**src/rtl/ppb_pkg.sv**
```systemverilog
`timescale 1ns/1ps
package ppb_pkg;

  typedef enum logic [2:0] {
    ST_IDLE = 3'd0,
    ST_OPC  = 3'd1,
    ST_ADDR = 3'd2,
    ST_DATA = 3'd3,
    ST_SKIP = 3'd4
  } ppb_state_e;

  typedef enum logic [1:0] {
    CMD_NONE = 2'd0,
    CMD_PAGE = 2'd1,
    CMD_SECR = 2'd2,
    CMD_RSVD = 2'd3
  } ppb_cmd_e;

  localparam int BYTE_W = 8;

  // Slot number of a security register target, 0 when the address names none.
  function automatic logic [1:0] sec_slot(input logic hi_zero, input logic [7:0] mid);
    logic [1:0] s;
    s = 2'd0;
    if (hi_zero) begin
      case (mid)
        8'h10:   s = 2'd1;
        8'h20:   s = 2'd2;
        8'h30:   s = 2'd3;
        default: s = 2'd0;
      endcase
    end
    return s;
  endfunction

endpackage

```
**src/rtl/ppb_pin_sync.sv**
```systemverilog
`timescale 1ns/1ps
module ppb_pin_sync #(
  parameter int STAGES = 2
) (
  input  logic clk,
  input  logic rst_n,
  input  logic cs_n_i,
  input  logic sck_i,
  input  logic mosi_i,
  output logic cs_start_o,
  output logic cs_end_o,
  output logic bit_stb_o,
  output logic bit_val_o
);

  logic [STAGES-1:0] cs_sr;
  logic [STAGES-1:0] sck_sr;
  logic [STAGES-1:0] dat_sr;
  logic              cs_last_q;
  logic              sck_last_q;
  logic              cs_s;
  logic              sck_s;

  genvar g;
  generate
    for (g = 0; g < STAGES; g++) begin : g_stage
      if (g == 0) begin : g_head
        always_ff @(posedge clk or negedge rst_n) begin
          if (!rst_n) begin
            cs_sr[0]  <= 1'b1;
            sck_sr[0] <= 1'b0;
            dat_sr[0] <= 1'b0;
          end else begin
            cs_sr[0]  <= cs_n_i;
            sck_sr[0] <= sck_i;
            dat_sr[0] <= mosi_i;
          end
        end
      end else begin : g_tail
        always_ff @(posedge clk or negedge rst_n) begin
          if (!rst_n) begin
            cs_sr[g]  <= 1'b1;
            sck_sr[g] <= 1'b0;
            dat_sr[g] <= 1'b0;
          end else begin
            cs_sr[g]  <= cs_sr[g-1];
            sck_sr[g] <= sck_sr[g-1];
            dat_sr[g] <= dat_sr[g-1];
          end
        end
      end
    end
  endgenerate

  assign cs_s  = cs_sr[STAGES-1];
  assign sck_s = sck_sr[STAGES-1];

  always_ff @(posedge clk or negedge rst_n) begin
    if (!rst_n) begin
      cs_last_q  <= 1'b1;
      sck_last_q <= 1'b0;
    end else begin
      cs_last_q  <= cs_s;
      sck_last_q <= sck_s;
    end
  end

  assign cs_start_o = cs_last_q & ~cs_s;
  assign cs_end_o   = ~cs_last_q & cs_s;
  assign bit_stb_o  = ~cs_s & sck_s & ~sck_last_q;
  assign bit_val_o  = dat_sr[STAGES-1];

endmodule

```
**src/rtl/ppb_shifter.sv**
```systemverilog
`timescale 1ns/1ps
module ppb_shifter #(
  parameter int BYTE_W = 8
) (
  input  logic              clk,
  input  logic              rst_n,
  input  logic              clear_i,
  input  logic              bit_stb_i,
  input  logic              bit_val_i,
  output logic              byte_done_o,
  output logic [BYTE_W-1:0] byte_o
);

  localparam int CNT_W = $clog2(BYTE_W);
  localparam logic [CNT_W-1:0] CNT_LAST = CNT_W'(BYTE_W - 1);

  logic [CNT_W-1:0]  cnt_q, cnt_d;
  logic [BYTE_W-1:0] sh_q, sh_d;
  logic              done_q, done_d;

  always_comb begin
    cnt_d  = cnt_q;
    sh_d   = {sh_q[BYTE_W-2:0], bit_val_i};
    done_d = 1'b0;
    if (clear_i) begin
      cnt_d = '0;
    end else if (bit_stb_i) begin
      cnt_d  = cnt_q + 1'b1;
      done_d = (cnt_q == CNT_LAST);
    end
  end

  always_ff @(posedge clk or negedge rst_n) begin
    if (!rst_n) begin
      cnt_q  <= '0;
      sh_q   <= '0;
      done_q <= 1'b0;
    end else begin
      cnt_q  <= cnt_d;
      done_q <= done_d;
      if (bit_stb_i && !clear_i) begin
        sh_q <= sh_d;
      end
    end
  end

  assign byte_done_o = done_q;
  assign byte_o      = sh_q;

endmodule

```
**src/rtl/ppb_store.sv**
```systemverilog
`timescale 1ns/1ps
module ppb_store #(
  parameter int IDX_W  = 8,
  parameter int DATA_W = 8
) (
  input  logic                  clk,
  input  logic                  rst_n,
  input  logic                  clr_i,
  input  logic                  wr_en_i,
  input  logic [IDX_W-1:0]      wr_idx_i,
  input  logic [DATA_W-1:0]     wr_data_i,
  input  logic [IDX_W-1:0]      rd_idx_i,
  output logic [DATA_W-1:0]     rd_data_o,
  output logic                  rd_mark_o,
  output logic [(1<<IDX_W)-1:0] mask_o
);

  localparam int DEPTH = 1 << IDX_W;

  logic [DATA_W-1:0] cell_q [DEPTH];
  logic [DEPTH-1:0]  mask_q;

  genvar e;
  generate
    for (e = 0; e < DEPTH; e++) begin : g_entry
      logic hit;
      assign hit = wr_en_i && (wr_idx_i == IDX_W'(e));

      // Storage cells carry no reset; only the mask is meaningful after reset.
      always_ff @(posedge clk) begin
        if (hit) begin
          cell_q[e] <= wr_data_i;
        end
      end

      always_ff @(posedge clk or negedge rst_n) begin
        if (!rst_n) begin
          mask_q[e] <= 1'b0;
        end else if (clr_i) begin
          mask_q[e] <= 1'b0;
        end else if (hit) begin
          mask_q[e] <= 1'b1;
        end
      end
    end
  endgenerate

  assign rd_data_o = cell_q[rd_idx_i];
  assign rd_mark_o = mask_q[rd_idx_i];
  assign mask_o    = mask_q;

endmodule

```
**src/rtl/ppb_ctrl.sv**
```systemverilog
`timescale 1ns/1ps
module ppb_ctrl
  import ppb_pkg::*;
#(
  parameter int ADDR_BYTES = 3,
  parameter int IDX_W      = 8
) (
  input  logic                    clk,
  input  logic                    rst_n,
  input  logic                    cs_start_i,
  input  logic                    cs_end_i,
  input  logic                    byte_done_i,
  input  logic [BYTE_W-1:0]       byte_i,
  input  logic [1:0]              cmd_sel_i,
  output logic                    wr_en_o,
  output logic [IDX_W-1:0]        wr_idx_o,
  output logic [BYTE_W-1:0]       wr_data_o,
  output logic                    clr_o,
  output logic                    commit_o,
  output logic [8*ADDR_BYTES-1:0] commit_addr_o,
  output logic [1:0]              commit_sec_o,
  output logic                    sec_err_o
);

  localparam int ADDR_W = 8 * ADDR_BYTES;
  localparam int CNT_W  = (ADDR_BYTES > 1) ? $clog2(ADDR_BYTES) : 1;
  localparam logic [CNT_W-1:0] CNT_LAST = CNT_W'(ADDR_BYTES - 1);

  ppb_state_e        state_q, state_d;
  ppb_cmd_e          kind_q, kind_d;
  logic [CNT_W-1:0]  cnt_q, cnt_d;
  logic [ADDR_W-1:0] addr_q, addr_d;
  logic [IDX_W-1:0]  idx_q, idx_d;
  logic              got_q, got_d;
  logic              err_q, err_d;
  logic [1:0]        slot_q, slot_d;
  logic              commit_q, commit_d;
  logic [ADDR_W-1:0] caddr_q, caddr_d;
  logic [1:0]        csec_q, csec_d;

  logic [ADDR_W-1:0] addr_full;
  logic [1:0]        slot_now;
  logic              wr_en;
  logic              clr;

  assign addr_full = {addr_q[ADDR_W-9:0], byte_i};
  assign slot_now  = sec_slot(addr_full[ADDR_W-1:16] == '0, addr_full[15:8]);

  always_comb begin
    state_d  = state_q;
    kind_d   = kind_q;
    cnt_d    = cnt_q;
    addr_d   = addr_q;
    idx_d    = idx_q;
    got_d    = got_q;
    err_d    = err_q;
    slot_d   = slot_q;
    commit_d = 1'b0;
    caddr_d  = caddr_q;
    csec_d   = csec_q;
    wr_en    = 1'b0;
    clr      = 1'b0;

    if (cs_start_i) begin
      state_d = ST_OPC;
      cnt_d   = '0;
      got_d   = 1'b0;
      err_d   = 1'b0;
      slot_d  = 2'd0;
      clr     = 1'b1;
    end else if (cs_end_i) begin
      if (state_q == ST_DATA && got_q) begin
        commit_d = 1'b1;
        caddr_d  = {addr_q[ADDR_W-1:IDX_W], {IDX_W{1'b0}}};
        csec_d   = slot_q;
      end
      state_d = ST_IDLE;
    end else if (byte_done_i) begin
      case (state_q)
        ST_OPC: begin
          kind_d  = ppb_cmd_e'(cmd_sel_i);
          cnt_d   = '0;
          state_d = (kind_d == CMD_PAGE || kind_d == CMD_SECR) ? ST_ADDR : ST_SKIP;
        end
        ST_ADDR: begin
          addr_d = addr_full;
          if (cnt_q == CNT_LAST) begin
            idx_d = addr_full[IDX_W-1:0];
            if (kind_q == CMD_SECR && slot_now == 2'd0) begin
              err_d   = 1'b1;
              state_d = ST_SKIP;
            end else begin
              slot_d  = (kind_q == CMD_SECR) ? slot_now : 2'd0;
              state_d = ST_DATA;
            end
          end else begin
            cnt_d = cnt_q + 1'b1;
          end
        end
        ST_DATA: begin
          wr_en = 1'b1;
          idx_d = idx_q + 1'b1;
          got_d = 1'b1;
        end
        default: ;
      endcase
    end
  end

  always_ff @(posedge clk or negedge rst_n) begin
    if (!rst_n) begin
      state_q  <= ST_IDLE;
      kind_q   <= CMD_NONE;
      cnt_q    <= '0;
      addr_q   <= '0;
      idx_q    <= '0;
      got_q    <= 1'b0;
      err_q    <= 1'b0;
      slot_q   <= 2'd0;
      commit_q <= 1'b0;
      caddr_q  <= '0;
      csec_q   <= 2'd0;
    end else begin
      state_q  <= state_d;
      kind_q   <= kind_d;
      cnt_q    <= cnt_d;
      addr_q   <= addr_d;
      idx_q    <= idx_d;
      got_q    <= got_d;
      err_q    <= err_d;
      slot_q   <= slot_d;
      commit_q <= commit_d;
      caddr_q  <= caddr_d;
      csec_q   <= csec_d;
    end
  end

  assign wr_en_o       = wr_en;
  assign wr_idx_o      = idx_q;
  assign wr_data_o     = byte_i;
  assign clr_o         = clr;
  assign commit_o      = commit_q;
  assign commit_addr_o = caddr_q;
  assign commit_sec_o  = csec_q;
  assign sec_err_o     = err_q;

endmodule

```
**src/rtl/page_prog_buf.sv**
```systemverilog
`timescale 1ns/1ps
module page_prog_buf
  import ppb_pkg::*;
#(
  parameter int SYNC_STAGES = 2,
  parameter int ADDR_BYTES  = 3,
  parameter int PAGE_BITS   = 8
) (
  input  logic                    clk,
  input  logic                    rst_n,
  input  logic                    cs_n,
  input  logic                    sck,
  input  logic                    mosi,
  input  logic [1:0]              cmd_sel,
  input  logic [PAGE_BITS-1:0]    rd_idx,
  output logic [7:0]              rd_data,
  output logic                    rd_mark,
  output logic                    commit_pulse,
  output logic [8*ADDR_BYTES-1:0] commit_addr,
  output logic [1:0]              commit_sec,
  output logic                    sec_err
);

  localparam int DEPTH = 1 << PAGE_BITS;

  logic [1:0]           rst_sr;
  logic                 rst_int_n;
  logic                 cs_start;
  logic                 cs_end;
  logic                 bit_stb;
  logic                 bit_val;
  logic                 byte_done;
  logic [BYTE_W-1:0]    byte_val;
  logic                 wr_en;
  logic [PAGE_BITS-1:0] wr_idx;
  logic [BYTE_W-1:0]    wr_data;
  logic                 clr_mask;
  logic [DEPTH-1:0]     mask_vec;

  // Asynchronous assertion, synchronous release.
  always_ff @(posedge clk or negedge rst_n) begin
    if (!rst_n) begin
      rst_sr <= 2'b00;
    end else begin
      rst_sr <= {rst_sr[0], 1'b1};
    end
  end
  assign rst_int_n = rst_sr[1];

  ppb_pin_sync #(.STAGES(SYNC_STAGES)) i_sync (
    .clk        (clk),
    .rst_n      (rst_int_n),
    .cs_n_i     (cs_n),
    .sck_i      (sck),
    .mosi_i     (mosi),
    .cs_start_o (cs_start),
    .cs_end_o   (cs_end),
    .bit_stb_o  (bit_stb),
    .bit_val_o  (bit_val)
  );

  ppb_shifter #(.BYTE_W(BYTE_W)) i_shift (
    .clk         (clk),
    .rst_n       (rst_int_n),
    .clear_i     (cs_start),
    .bit_stb_i   (bit_stb),
    .bit_val_i   (bit_val),
    .byte_done_o (byte_done),
    .byte_o      (byte_val)
  );

  ppb_ctrl #(.ADDR_BYTES(ADDR_BYTES), .IDX_W(PAGE_BITS)) i_ctrl (
    .clk           (clk),
    .rst_n         (rst_int_n),
    .cs_start_i    (cs_start),
    .cs_end_i      (cs_end),
    .byte_done_i   (byte_done),
    .byte_i        (byte_val),
    .cmd_sel_i     (cmd_sel),
    .wr_en_o       (wr_en),
    .wr_idx_o      (wr_idx),
    .wr_data_o     (wr_data),
    .clr_o         (clr_mask),
    .commit_o      (commit_pulse),
    .commit_addr_o (commit_addr),
    .commit_sec_o  (commit_sec),
    .sec_err_o     (sec_err)
  );

  ppb_store #(.IDX_W(PAGE_BITS), .DATA_W(BYTE_W)) i_store (
    .clk       (clk),
    .rst_n     (rst_int_n),
    .clr_i     (clr_mask),
    .wr_en_i   (wr_en),
    .wr_idx_i  (wr_idx),
    .wr_data_i (wr_data),
    .rd_idx_i  (rd_idx),
    .rd_data_o (rd_data),
    .rd_mark_o (rd_mark),
    .mask_o    (mask_vec)
  );

endmodule

```
**config.mk**
```make
export PLATFORM = sky130hd
export DESIGN_NAME = page_prog_buf
export DESIGN_NICKNAME = d
export VERILOG_FILES = /design/src/rtl/ppb_pkg.sv /design/src/rtl/ppb_pin_sync.sv /design/src/rtl/ppb_shifter.sv /design/src/rtl/ppb_store.sv /design/src/rtl/ppb_ctrl.sv /design/src/rtl/page_prog_buf.sv
export SDC_FILE = /design/constraint.sdc
export NUM_CORES = 2
export LEC_CHECK = 0
export BUFFER_PORTS_ARGS = -buffer_cell sky130_fd_sc_hd__buf_2
export CAP_MARGIN = 20
export CORE_ASPECT_RATIO = 1.2
export CORE_MARGIN = 5
export CORE_UTILIZATION = 55
export CTS_CLUSTER_DIAMETER = 60
export DETAILED_ROUTE_END_ITERATION = 6
export MAX_ROUTING_LAYER = met4
export PLACE_DENSITY_LB_ADDON = 0.12
export SYNTH_ARGS = -nofsm -noshare
export SYNTH_HDL_FRONTEND = slang
export SYNTH_SLANG_ARGS = --single-unit
```
**constraint.sdc**
```tcl
create_clock -name clk -period 13.7 [get_ports clk]
set_input_delay 2.055 -clock clk [delete_from_list [all_inputs] [get_ports clk]]
set_output_delay 2.055 -clock clk [all_outputs]
set_load 0.005 [all_outputs]
```
=== Word-level counts from Yosys, hierarchy flattened ===
Memory sizes are Yosys's and may differ from the RTL's.
Cells that the tools add are included.

* Register bits after elaboration: 340
* Memory bits (writable): 2048
* Input bits: 15
* Output and inout bits: 37
* Logic and storage cells: 3194
* Memories kept: 1

{| class="wikitable"
|+ Memory list
! memory !! words !! width !! rd ports !! clocked after memory_dff !! write ports !! RTL line !! RTL
|-
| i_store.cell_q || 256 || 8 || 1 || 0 || 1 || ppb_store.sv:20 || <nowiki>logic [DATA_W-1:0] cell_q [DEPTH];</nowiki>
|}

* Add/subtract/negate cells: 3
* Order comparisons: 1
* Equality and inequality tests: 271
* Muxes and demuxes: 1836
* Bitwise logic cells: 9
* Reductions and logical operators: 794

{| class="wikitable"
|+ Operator list
! cell !! number
|-
| two-way mux 8 bit || 511
|-
| OR reduction 8 bit || 255
|-
| two-way mux 1 bit || 1300
|-
| equality test 8 bit, second input constant || 128
|-
| nonzero test 2 bit || 263
|-
| equality test 8 x 7 -> 1 bit, second input constant || 64
|-
| equality test 8 x 6 -> 1 bit, second input constant || 34
|-
| logical AND 1 bit || 259
|-
| equality test 8 x 5 -> 1 bit, second input constant || 17
|-
| equality test 8 x 4 -> 1 bit, second input constant || 8
|-
| equality test 8 x 3 -> 1 bit, second input constant || 4
|-
| two-way mux 2 bit || 12
|-
| two-way mux 3 bit || 8
|-
| equality test 8 x 2 -> 1 bit, second input constant || 2
|-
| zero test 8 bit || 2
|-
| one-hot mux 8 bit (2 select lines) || 1
|-
| AND reduction 5 bit || 3
|-
| AND reduction 4 bit || 3
|-
| < comparator 8 x 9 -> 1 bit, second input constant || 1
|-
| AND reduction 3 bit || 3
|-
| adder 8 x 1 -> 8 bit, second input constant || 1
|-
| binary-select mux 1 bit (select 8 bit) || 1
|-
| equality test 8 x 1 -> 1 bit, second input constant || 1
|-
| equality test 2 bit, second input constant || 3
|-
| other kinds (20) || 30
|}

=== Logic depth before layout (Yosys ltp) ===
* Word-level depth: 264
* Gate-level depth with buffers: 12
* Gate-level depth less buffers: 8

=== Cells and area by module ===
A second synthesis with hierarchy kept.

* Cells, all modules: 4923
* Area total of the unflattened synthesis: 94020.2 um^2

{| class="wikitable"
|+ By module, submodules not included
! module !! times used !! cells an instance !! area an instance (um^2) !! sequential area each (um^2)
|-
| ppb_store || 1 || 4635 || 90252.8 || 67905.1
|-
| ppb_ctrl || 1 || 243 || 2955.3 || 1551.5
|-
| ppb_shifter || 1 || 31 || 526.8 || 300.3
|-
| ppb_pin_sync || 1 || 11 || 231.5 || 203.9
|-
| page_prog_buf || 1 || 3 || 53.8 || 50.0
|}

=== Least setup slack after synthesis ===
OpenSTA, ideal clock, no wires.

* Path kind: input port to output port
* From: input port rd_idx[0]
* To: output port rd_data[5]
* Data arrival time: 3.940 ns
* Required time: 11.645 ns
* Slack: 7.705 ns
* Cell stages on the path: 10
* Buffers on the path: 5
* Path through: buf_6 > buf_12 > buf_6 > buf_6 > buf_4 > mux4_2 > a22oi_1 > o211ai_1 > a211oi_1 > nor4_1

* Longest elaborated chain between the ends: 1

{| class="wikitable"
|+ Ends and longest elaborated chain
! what !! RTL line !! RTL
|-
| start: declaration || page_prog_buf.sv:15 || <nowiki>input logic [PAGE_BITS-1:0] rd_idx,</nowiki>
|-
| memory (256 x 8 bit) || - ||
|-
| end: declaration || page_prog_buf.sv:16 || <nowiki>output logic [7:0] rd_data,</nowiki>
|}

No other way between the ends.

=== Worst setup path after layout ===
* From: input port rd_idx[1]
* To: output port rd_data[0]

The elaborated chain is that of the path after synthesis.

==> results.cfg <==
[sta]
hold_viol = 0
worstMarginPinSlew_ns = 1.312
max-slew-margin-rel = 0.1170
setup_viol = 0
drv_slew = 0
max_freq_ghz = 0.1073
tns_ns = 0
rsz0062_at_grt = false
finalCriticalPeriod_ns = 9.323
skew_ns = 0.03870
fin_crit_sh = 0.6805

[cts]
hold_buffers = 0
htree_num_levels = 4
clkLatencyLatePin_ns = 0.85
cts_buffers = 225
cts_tree = built
clockBufferDepth = 3
clock-sinks = 2388
ctsResizeCount = 0
root_buffer = clkbuf_16
clk_pin_slew_ns = 0.05
post_cts_buffers = 0

[synth]
synth_mux_area_frac = 0.1538
synth_top_cell_by_area = edfxtp_1
synth_ff_type = edfxtp_1
synth_cell_type_count = 68
ys_top_cells_by_area = edfxtp_1 (66%), mux4_2 (12%), dfrtp_1 (9.0%)
yosysSeqAreaShare = 0.7458
synth_cells = 5037
synthTopCellsByCount = edfxtp_1 (2048), nor2_1 (807), mux4_2 (496)
async_flop_share = 0.1424
ys_warn_count = 0
syn_area_sq_um = 93880
synth_xor_area_frac = 0.0001866
yosysMostFrequentCell = edfxtp_1
synth_edf_count = 2048
synthAdderAreaFrac = 0.001200
synth-compound-area-share = 0.03153
synth-simple-area-share = 0.04738
avgSynthCellArea_sq_um = 18.64
ys_seq_elements = 2388
synth_top_area_share = 0.6551
synth_top_family_by_area = multiplexers

[worst_hold_path]
hp-class = reg2reg

[floorplan]
num_rows = 166
start_util = 0.5519
die_area_sq_um = 179100
pin_count = 52
die_y_um = 462.6
core_sq_um = 170100
chipWidth_um = 387.1

[worst_setup_path]
worstSetupPathType = in2out
worstSetupStartpointType = primary input
worst_setup_path_end_kind = output port
cp.arrival_ns = 7.27
cp_max_fo = 55
cp.required_ns = 11.64

[power_and_ir_drop]
peakVddDrop_mv = 0.1230
power.density_nw_per_um2 = 156.1
p_leak_nw = 35.52

[route]
wl_per_cell_um = 31.07
wl_met3_um = 16170
drtPass1Iterations = 5
remaining_drc_errors = 0
first_iter_violations = 4687
ant_nets = 0
vias_per_cell = 6.391
drt-met1-wl_um = 94840
wl_met2_um = 116800
top_layer = met4
vias = 48658
wirelength_um = 236500

[global_route]
grt-ovfl-total = 0
antenna_found_initial = 5
grt_pass1_vias = 48752
grt_max_degree = 209
grt_use_total = 0.2728
grt_pass1_wl_um = 346800

[cells_and_area]
nets = 5168
syn_to_final_growth_pct = 10.84
final_area_sq_um = 104100
final_layout_size_suffix_gt1_frac = 0.2114

[status]
outcome = finished, final reports clean

[placed_design]
io_buffers = 43
gp_congestion = 0.8502
placed_area_sq_um = 96390
dpl.hpwl_um = 142400

[flow_run]
maxCapViolCount = 0
[worst paths after layout]
path                              from                endpoint  slack (ns)  cells after the start
setup / recovery             rd_idx[1]              rd_data[0]        4.38                     11
hold / removal               rst_sr[0]               rst_sr[1]        0.34                      0
setup reg to reg           i_sync.cs_s  i_store.cell_q[176][7]        8.72                      6
hold reg to reg              rst_sr[0]               rst_sr[1]        0.34                      0
max in group asynchronous    rst_sr[1]      i_store.mask_o[65]       10.52                      3
min in group asynchronous    rst_sr[1]      i_store.mask_o[56]        0.42                      0
[registers in the layout (all words and copies together) (netlist names), 2 cells and up]
signal / count
i_ctrl.slot_q: 2
i_shift.cnt_q: 3
i_ctrl.commit_sec_o: 2
i_ctrl.kind_q: 2
i_ctrl.cnt_q: 2
i_ctrl.wr_idx_o: 8
i_ctrl.state_q: 3
i_ctrl.commit_addr_o: 16
i_store.mask_o: 256
i_ctrl.addr_q: 24
i_shift.byte_o: 8
i_store.cell_q: 2048
rst_sr: 2
[final cells by class]
class / instances / area, sq um
multi-input combinational: 2341 / 22130
tap: 2268 / 2838
antenna: 1 / 2.502
clock buffer: 319 / 6415
fill: 12074 / 66050
timing repair buffer: 174 / 1399
sequential: 2388 / 70040
inverter: 14 / 56.30
clock inverter: 109 / 1172
[placed cells by master, fill, tap and decap left out, drive strengths merged, types with 78 or more instances in the layout]
| cell | count |
|---|---|
| mux2i | 239 |
| a21oi | 100 |
| clkinv | 79 |
| dfrtp | 337 |
| mux2 | 78 |
| nand2 | 84 |
| mux4 | 496 |
| clkbuf | 319 |
| buf | 174 |
| edfxtp | 2048 |
| nor2 | 808 |
[stage by stage]
stage / hold slack (ns) / std cells / total power [W] / worst slack [ns] / util
3_3_place_gp: 0.3322 / 7172 / 0.009988 / 3.979 / 0.5662
5_1_grt: 0.3583 / 7614 / 0.01674 / 4.348 / 0.6117
4_1_cts: 0.3455 / 7607 / 0.01633 / 4.522 / 0.6112
2_1_floorplan: 0.3312 / 5044 / 0.009565 / 3.528 / -
3_5_place_dp: 0.3347 / 7179 / 0.01003 / 4.522 / 0.5666
6_report: 0.3441 / 7614 / 0.01624 / 4.377 / 0.6117
[cell families (layout without fill, tap and decap cells)]
kind of cell | after synthesis | in the layout
buffers and inverters | 315 | 616
DFF | 2388 | 2388
muxes | 813 | 813
xor gates and xnor gates | 2 | 2
other | 2 | 10
AOI/OAI and AO/OA | 427 | 427
adders and majority gates | 9 | 9
and+or+nand+nor | 1081 | 1081
[layer usage]
metal  vias up  track usage
met5         -            -
met4         0      0.08740
met3       454      0.04198
met2      1969       0.4297
met1     25975       0.3748
li1      20260            -
[critical path, cell delays in order]
cell       delay [ns]
buf_8            0.31
buf_4            0.76
nand2b_4         0.49
buf_4            0.49
o22ai_1          0.28
a2111oi_0        0.10
o32ai_1          0.86
o22ai_1          0.38
nor3_1           0.88
buf_4            0.23
buf_2            0.11
[report_power, final]
part           switching [W]  internal [W]  leakage (nW)
clock                0.00265       0.00372          3.74
sequential          0.000149       0.00855          23.6
combinational       0.000927      0.000252          8.23
total                0.00372        0.0125          35.5
(Power assumes the default switching activity.)
